[config.mk]
export PLATFORM = sky130hd
export DESIGN_NAME = csa_cluster
export DESIGN_NICKNAME = d
export VERILOG_FILES = /design/src/rtl/csa_pkg.sv /design/src/rtl/csa_cell.sv /design/src/rtl/csa_chain.sv /design/src/rtl/csa_operand.sv /design/src/rtl/csa_reg.sv /design/src/rtl/csa_cluster.sv
export SDC_FILE = /design/constraint.sdc
export NUM_CORES = 1
export LEC_CHECK = 0
export ABC_AREA = 1
export ABC_CLOCK_PERIOD_IN_PS = 4000
export BUFFER_PORTS_ARGS = -buffer_cell sky130_fd_sc_hd__buf_2
export CORE_ASPECT_RATIO = 1.4
export CORE_MARGIN = 2
export CORE_UTILIZATION = 45
export DETAILED_ROUTE_END_ITERATION = 8
export PLACE_DENSITY_LB_ADDON = 0.1
export SLEW_MARGIN = 15
export SYNTH_ARGS = -nofsm -noshare
export SYNTH_HDL_FRONTEND = slang
export SYNTH_SLANG_ARGS = --single-unit
export TNS_END_PERCENT = 1
[constraint.sdc]
create_clock -name clk -period 4 [get_ports clk]
set_clock_uncertainty 0.05 [all_clocks]
set_input_delay 0.8 -clock clk [delete_from_list [all_inputs] [get_ports clk]]
set_output_delay 0.8 -clock clk [all_outputs]
set_load 0.05 [all_outputs]
[src/rtl/csa_pkg.sv]
package csa_pkg;

  // Carry out of one bit, given the carry arriving on that chain.
  function automatic logic chain_carry(input logic cin, input logic a, input logic b);
    return cin ? (a | b) : (a & b);
  endfunction

  // Both speculative sum bits of one cell: {assume carry 1, assume carry 0}.
  function automatic logic [1:0] spec_sums(input logic a, input logic b);
    return {~(a ^ b), (a ^ b)};
  endfunction

endpackage

[src/rtl/csa_cell.sv]
module csa_cell
  import csa_pkg::*;
(
  input  logic a,
  input  logic b,
  input  logic ci0,
  input  logic ci1,
  input  logic pick,
  output logic co0,
  output logic co1,
  output logic s
);
  logic [1:0] cand;
  logic       used_carry;

  always_comb begin
    cand       = spec_sums(a, b);
    co0        = chain_carry(ci0, a, b);
    co1        = chain_carry(ci1, a, b);
    used_carry = pick ? ci1 : ci0;
    s          = used_carry ? cand[1] : cand[0];
  end
endmodule

[src/rtl/csa_chain.sv]
module csa_chain #(
  parameter int W = 10
) (
  input  logic [W-1:0] op_a,
  input  logic [W-1:0] op_b,
  input  logic         pick,
  output logic [W-1:0] sum,
  output logic         co0,
  output logic         co1,
  output logic         co
);
  logic [W:0] c0;
  logic [W:0] c1;

  assign c0[0] = 1'b0;
  assign c1[0] = 1'b1;

  for (genvar i = 0; i < W; i++) begin : g_bit
    csa_cell u_cell (
      .a    (op_a[i]),
      .b    (op_b[i]),
      .ci0  (c0[i]),
      .ci1  (c1[i]),
      .pick (pick),
      .co0  (c0[i+1]),
      .co1  (c1[i+1]),
      .s    (sum[i])
    );
  end

  assign co0 = c0[W];
  assign co1 = c1[W];
  assign co  = pick ? c1[W] : c0[W];
endmodule

[src/rtl/csa_operand.sv]
module csa_operand #(
  parameter int W = 10
) (
  input  logic [W-1:0] q,
  input  logic [W-1:0] data_a,
  input  logic [W-1:0] data_b,
  input  logic         fb_sel,
  input  logic         cnt_mode,
  input  logic         up_dn,
  input  logic         add_sub,
  input  logic         carry_in,
  output logic [W-1:0] op_a,
  output logic [W-1:0] op_b,
  output logic         pick
);
  localparam logic [W-1:0] STEP_UP = W'(1);
  localparam logic [W-1:0] STEP_DN = '1;

  logic sub_eff;

  always_comb begin
    sub_eff = add_sub & ~cnt_mode;
    op_a    = fb_sel ? q : data_a;
    if (cnt_mode)     op_b = up_dn ? STEP_UP : STEP_DN;
    else if (sub_eff) op_b = ~data_b;
    else              op_b = data_b;
    if (cnt_mode)     pick = 1'b0;
    else if (sub_eff) pick = 1'b1;
    else              pick = carry_in;
  end
endmodule

[src/rtl/csa_reg.sv]
module csa_reg #(
  parameter int W = 10
) (
  input  logic         clk,
  input  logic         rst_n,
  input  logic         clk_en,
  input  logic         cnt_en,
  input  logic         sclr,
  input  logic         sload,
  input  logic [W-1:0] load_val,
  input  logic [W-1:0] d,
  output logic [W-1:0] q
);
  logic do_clr, do_load, do_step;

  assign do_clr  = clk_en & sclr;
  assign do_load = clk_en & ~sclr & sload;
  assign do_step = clk_en & ~sclr & ~sload & cnt_en;

  always_ff @(posedge clk or negedge rst_n) begin
    if (!rst_n)       q <= '0;
    else if (do_clr)  q <= '0;
    else if (do_load) q <= load_val;
    else if (do_step) q <= d;
  end

  a_r5_clear_wins: assert property (@(posedge clk) disable iff (!rst_n)
    (clk_en && sclr) |=> (q == '0));
  a_r6_load_value: assert property (@(posedge clk) disable iff (!rst_n)
    (clk_en && !sclr && sload) |=> (q == $past(load_val)));
  a_r7_ce_low_hold: assert property (@(posedge clk) disable iff (!rst_n)
    !clk_en |=> $stable(q));
  a_r8_cnt_en_low_hold: assert property (@(posedge clk) disable iff (!rst_n)
    (clk_en && !sclr && !sload && !cnt_en) |=> $stable(q));
  a_r4_capture: assert property (@(posedge clk) disable iff (!rst_n)
    (clk_en && !sclr && !sload && cnt_en) |=> (q == $past(d)));
endmodule

[src/rtl/csa_cluster.sv]
module csa_cluster #(
  parameter int W = 10
) (
  input  logic         clk,
  input  logic         rst_n,
  input  logic         clk_en,
  input  logic         cnt_en,
  input  logic         sclr,
  input  logic         sload,
  input  logic [W-1:0] load_val,
  input  logic         add_sub,
  input  logic         carry_in,
  input  logic         fb_sel,
  input  logic         cnt_mode,
  input  logic         up_dn,
  input  logic [W-1:0] data_a,
  input  logic [W-1:0] data_b,
  output logic [W-1:0] sum_comb,
  output logic         carry_out,
  output logic         co_chain0,
  output logic         co_chain1,
  output logic [W-1:0] sum_q
);
  logic [W-1:0] op_a, op_b;
  logic         pick;

  csa_operand #(.W(W)) u_operand (
    .q        (sum_q),
    .data_a   (data_a),
    .data_b   (data_b),
    .fb_sel   (fb_sel),
    .cnt_mode (cnt_mode),
    .up_dn    (up_dn),
    .add_sub  (add_sub),
    .carry_in (carry_in),
    .op_a     (op_a),
    .op_b     (op_b),
    .pick     (pick)
  );

  csa_chain #(.W(W)) u_chain (
    .op_a (op_a),
    .op_b (op_b),
    .pick (pick),
    .sum  (sum_comb),
    .co0  (co_chain0),
    .co1  (co_chain1),
    .co   (carry_out)
  );

  csa_reg #(.W(W)) u_reg (
    .clk      (clk),
    .rst_n    (rst_n),
    .clk_en   (clk_en),
    .cnt_en   (cnt_en),
    .sclr     (sclr),
    .sload    (sload),
    .load_val (load_val),
    .d        (sum_comb),
    .q        (sum_q)
  );

  // Integer references for the two speculative chains.
  logic [W:0] ref_sel, ref_c0, ref_c1;
  assign ref_c0  = {1'b0, op_a} + {1'b0, op_b};
  assign ref_c1  = {1'b0, op_a} + {1'b0, op_b} + {{W{1'b0}}, 1'b1};
  assign ref_sel = {1'b0, op_a} + {1'b0, op_b} + {{W{1'b0}}, pick};

  a_r1_selected_sum: assert property (@(posedge clk) disable iff (!rst_n)
    1'b1 |-> ({carry_out, sum_comb} == ref_sel));
  a_r3_chain_carries: assert property (@(posedge clk) disable iff (!rst_n)
    1'b1 |-> (co_chain0 == ref_c0[W] && co_chain1 == ref_c1[W]));
  a_r3_chain_order: assert property (@(posedge clk) disable iff (!rst_n)
    co_chain0 |-> co_chain1);
  a_r2_borrow_flag: assert property (@(posedge clk) disable iff (!rst_n)
    (add_sub && !cnt_mode) |-> (carry_out == (op_a >= data_b)));
  a_r9_count_step: assert property (@(posedge clk) disable iff (!rst_n)
    (cnt_mode && fb_sel && clk_en && cnt_en && !sclr && !sload)
      |=> (sum_q == ($past(up_dn) ? $past(sum_q) + W'(1) : $past(sum_q) - W'(1))));
endmodule

==> flow_summary.ini <==
[power_and_ir_drop]
p_sw_share_pct = 58.39
p_seq_share_pct = 11.2
p_total_uw = 1198
switchingPower_uw = 699.2
clockPowerShare_pct = 8.6
internal-power_uw = 498.3
p_leak_uw = 0.001473
cellPowerDensity_nw_per_um2 = 420.9
ir_drop_mv = 0.3856
comb_power_share_pct = 80.2

[worst_setup_path]
arrival_ns = 3.07
required_ns = 3.15
crit_chain = buf_8, inv_8, nor2_4, nor3_4, ha_2, inv_2, nand2_2, nand3_1, nand3_4, nand2_2, nand2_4, nand2_4, nand2_4, nand3_4, nand3_2, nand3_2, nand2_1, nand2_1, a31oi_4, buf_6
crit_fanout = 6
cpPeakStageDelay_ns = 0.24
crit_top_cell = nand2_4
end_kind = output pin
crit_path_top_delay_cell = ha_2
crit_type = in -> out
start_kind = input pin
cp_top_family = simple AND/OR/NAND/NOR gates
critPathBufInv = 4

[synthesis]
synth_top_area_share_pct = 13.00
synth_fp_nets = 365
ys_ff_latch = 10
seq_area_frac_synth_pct = 13.00
synth_cell_types = 28
yosysWarningCount = 0
synthArstFlopShare_pct = 100.0
syn_avg_cell_area_um2 = 6.334
synthTopCellsByArea = dfrtp_1 (13%), ha_1 (13%), inv_1 (10%)
ys.flop_type = dfrtp_1
syn_area_um2 = 1926
synth-edff-count = 0
yosysTopAreaCell = dfrtp_1
synth_cells = 304

[final_layout]
multi_input_area_um2 = 1802
num_antenna_cells = 0
area_growth_pct = 47.76
drive_gt1_share_pct = 48.64
final_nets = 431
regArea_um2 = 250.2
largest_register_ff_count = 10
largest-register = u_reg.q
fillCellCount = 359
reg_top3 = u_reg.q x10

[flow_run]
cap_violations = 0

[placed_design]
dpl.hpwl_mm = 3.930
place.gp.congestion = 0.8707
port_buffers = 63

[timing]
worst_slew_pin_slew_ns = 0.4660
hold_slack_ns = 0.3675
final_max_slew_viol_count = 0
slew_headroom_pct = 68.90
period_minus_slack_ns = 3.917
rsz0062_at_grt = yes
max_freq_ghz = 0.2553
min_period_over_period_pct = 97.91
timing.final.hold_violations = 0
setup_viol = 0

[drt]
vias = 2093
vias_per_cell = 5.068
wl_per_cell_um = 12.48
wl_mm = 5.155
antenna_left = 0
drcViolationCount = 0
drt_iter0_markers = 61
dr.pass1.iters = 4

[clock_tree]
cts_buffer_depth = 2
clk_latency_ns = 0.24
cts_sinks = 10
htreeDepth = 1
cts_tree = built
cts_buffers = 3
holdBufCountCts = 0
clk_pin_slew_worst_paths_ns = 0.04
cts-root-buf = clkbuf_8

[hold_path]
hp-class = in -> async

[floorplan]
die_h_um = 81.40
die_w_um = 59.29
core_um2 = 4169
die_area_um2 = 4826
initial_utilization_pct = 46.19
placementRows = 28
io_pins = 64

[grt]
antenna_found_initial = 0
grt-ovfl-total = 0
grt_usage_pct = 20.34
grt_pass1_wl_mm = 7.845
grt_max_degree = 14
grt_pass1_vias = 1918

[outcome]
status = finished clean
-- stage by stage --
step	instances	setup WS (ns)	utilization (%)	TNS, ns	cell area, um2
floorplan	304	0.04752	-	0	1958
finish	413	0.08348	68.25	0	2845
global route	413	-0.08525	68.25	-0.2095	2845
detailed placement	407	-0.1028	54.92	-0.1245	2290
CTS	410	0.01464	56.24	0	2345
global placement	407	-0.04515	54.92	-0.04515	2290
-- kinds of logic (layout without fill, tap and decap cells) --
logic type / after synthesis / count (layout) / synth area share, %
flops: 10 / 10 / 13.00
fa+ha+maj: 20 / 20 / 13.00
buf+inv: 74 / 138 / 17.48
simple gates: 145 / 145 / 38.86
compound gates: 47 / 47 / 13.65
xor+xnor: 8 / 8 / 4.029
-- worst register-to-register path, stage by stage, from the launching register on --
cell and delay [ns]:
dfrtp_1 0.40, nand2_2 0.10, o21ai_4 0.07, inv_1 0.06, ha_2 0.20, inv_2 0.05
nand2_2 0.08, nand2_2 0.08, nand2_2 0.09, nand3_4 0.09, nand2_2 0.11, nand2_4 0.09
nand2_4 0.10, nand2_4 0.08, nand3_4 0.08, nand3_2 0.08, buf_4 0.14, nand3_1 0.10
nand2_1 0.06, nand2_1 0.07, nand2_2 0.07, buf_4 0.14, o21ai_2 0.09, o21ai_1 0.06
-- power by group through the flow --
| stage | Sequential (uW) | Combinational (uW) | Clock (uW) |
|---|---|---|---|
| CTS | 133 | 782 | 104 |
| detailed placement | 134 | 771 | 0 |
| finish | 134 | 961 | 103 |
| floorplan | 202 | 592 | 0 |
| global route | 136 | 1030 | 107 |
| global placement | 135 | 764 | 0 |
-- cell type report --
| type | instances | share of cell area (%) |
|---|---|---|
| Multi-Input combinational cell | 220 | 63.32 |
| Timing Repair Buffer | 79 | 16.53 |
| Clock buffer | 3 | 1.451 |
| Inverter | 56 | 7.916 |
| Sequential cell | 10 | 8.795 |
| Tap cell | 45 | 1.979 |
-- cell usage after synthesis, types with 4 or more instances --
master,count
a21oi_1,10
buf_4,11
clkbuf_1,5
dfrtp_1,10
ha_1,20
inv_1,52
nand2_1,51
nand2_2,15
nand3_1,33
nand3_2,17
nor2_1,24
o21ai_0,24
o31ai_1,4
xor2_1,5
-- routing by layer --
| metal | track usage, % | share of wire, % | up-vias |
|---|---|---|---|
| met2 | 35.16 | 50 | 55 |
| met5 | 0 | 0 | - |
| li1 | - | - | 1097 |
| met1 | 25.87 | 45 | 934 |
| met3 | 1.911 | 3.5 | 7 |
| met4 | 6.818 | 1.4 | 0 |
-- placed cells by master (no fill, tap or decap), types with 2 or more instances in the layout --
cell / n
o21ai_2: 2
clkbuf_8: 3
inv_1: 45
inv_4: 3
nor2_2: 2
ha_1: 10
o21ai_4: 2
nand2_4: 10
xor2_1: 5
ha_4: 2
inv_2: 7
a21oi_1: 8
nand3_2: 17
nand2_1: 43
o31ai_1: 4
buf_4: 16
buf_2: 58
nand3b_1: 2
buf_6: 2
dfrtp_1: 10
nand3_1: 11
nor2_1: 21
xnor2_1: 2
o21ai_0: 18
o21ai_1: 6
nand2_2: 14
nand3_4: 22
a21oi_2: 2
ha_2: 8
o32ai_1: 3
buf_8: 2
nor2_4: 2
-- path summary, 6_finish.rpt --
| check | startpoint | end | slack [ns] | cells past startpoint |
|---|---|---|---|---|
| setup / recovery | add_sub | carry_out | 0.08 | 20 |
| hold / removal | rst_n | u_reg.q[5] | 0.37 | 1 |
| setup reg to reg | u_reg.q[1] | u_reg.q[8] | 1.33 | 23 |
| hold reg to reg | u_reg.q[9] | u_reg.q[9] | 0.46 | 2 |
| max in group asynchronous | rst_n | u_reg.q[0] | 3.34 | 1 |
| min in group clk | u_reg.q[9] | u_reg.q[9] | 0.46 | 2 |
-- timing repair --
item	in CTS	in global routing
buffers inserted	0	3
endpoints found under the hold margin	0	0
gates resized for setup	4	113
pin swaps	0	27
endpoints found under the setup margin	2	8
No activity file was read; power rests on OpenSTA's default activity.
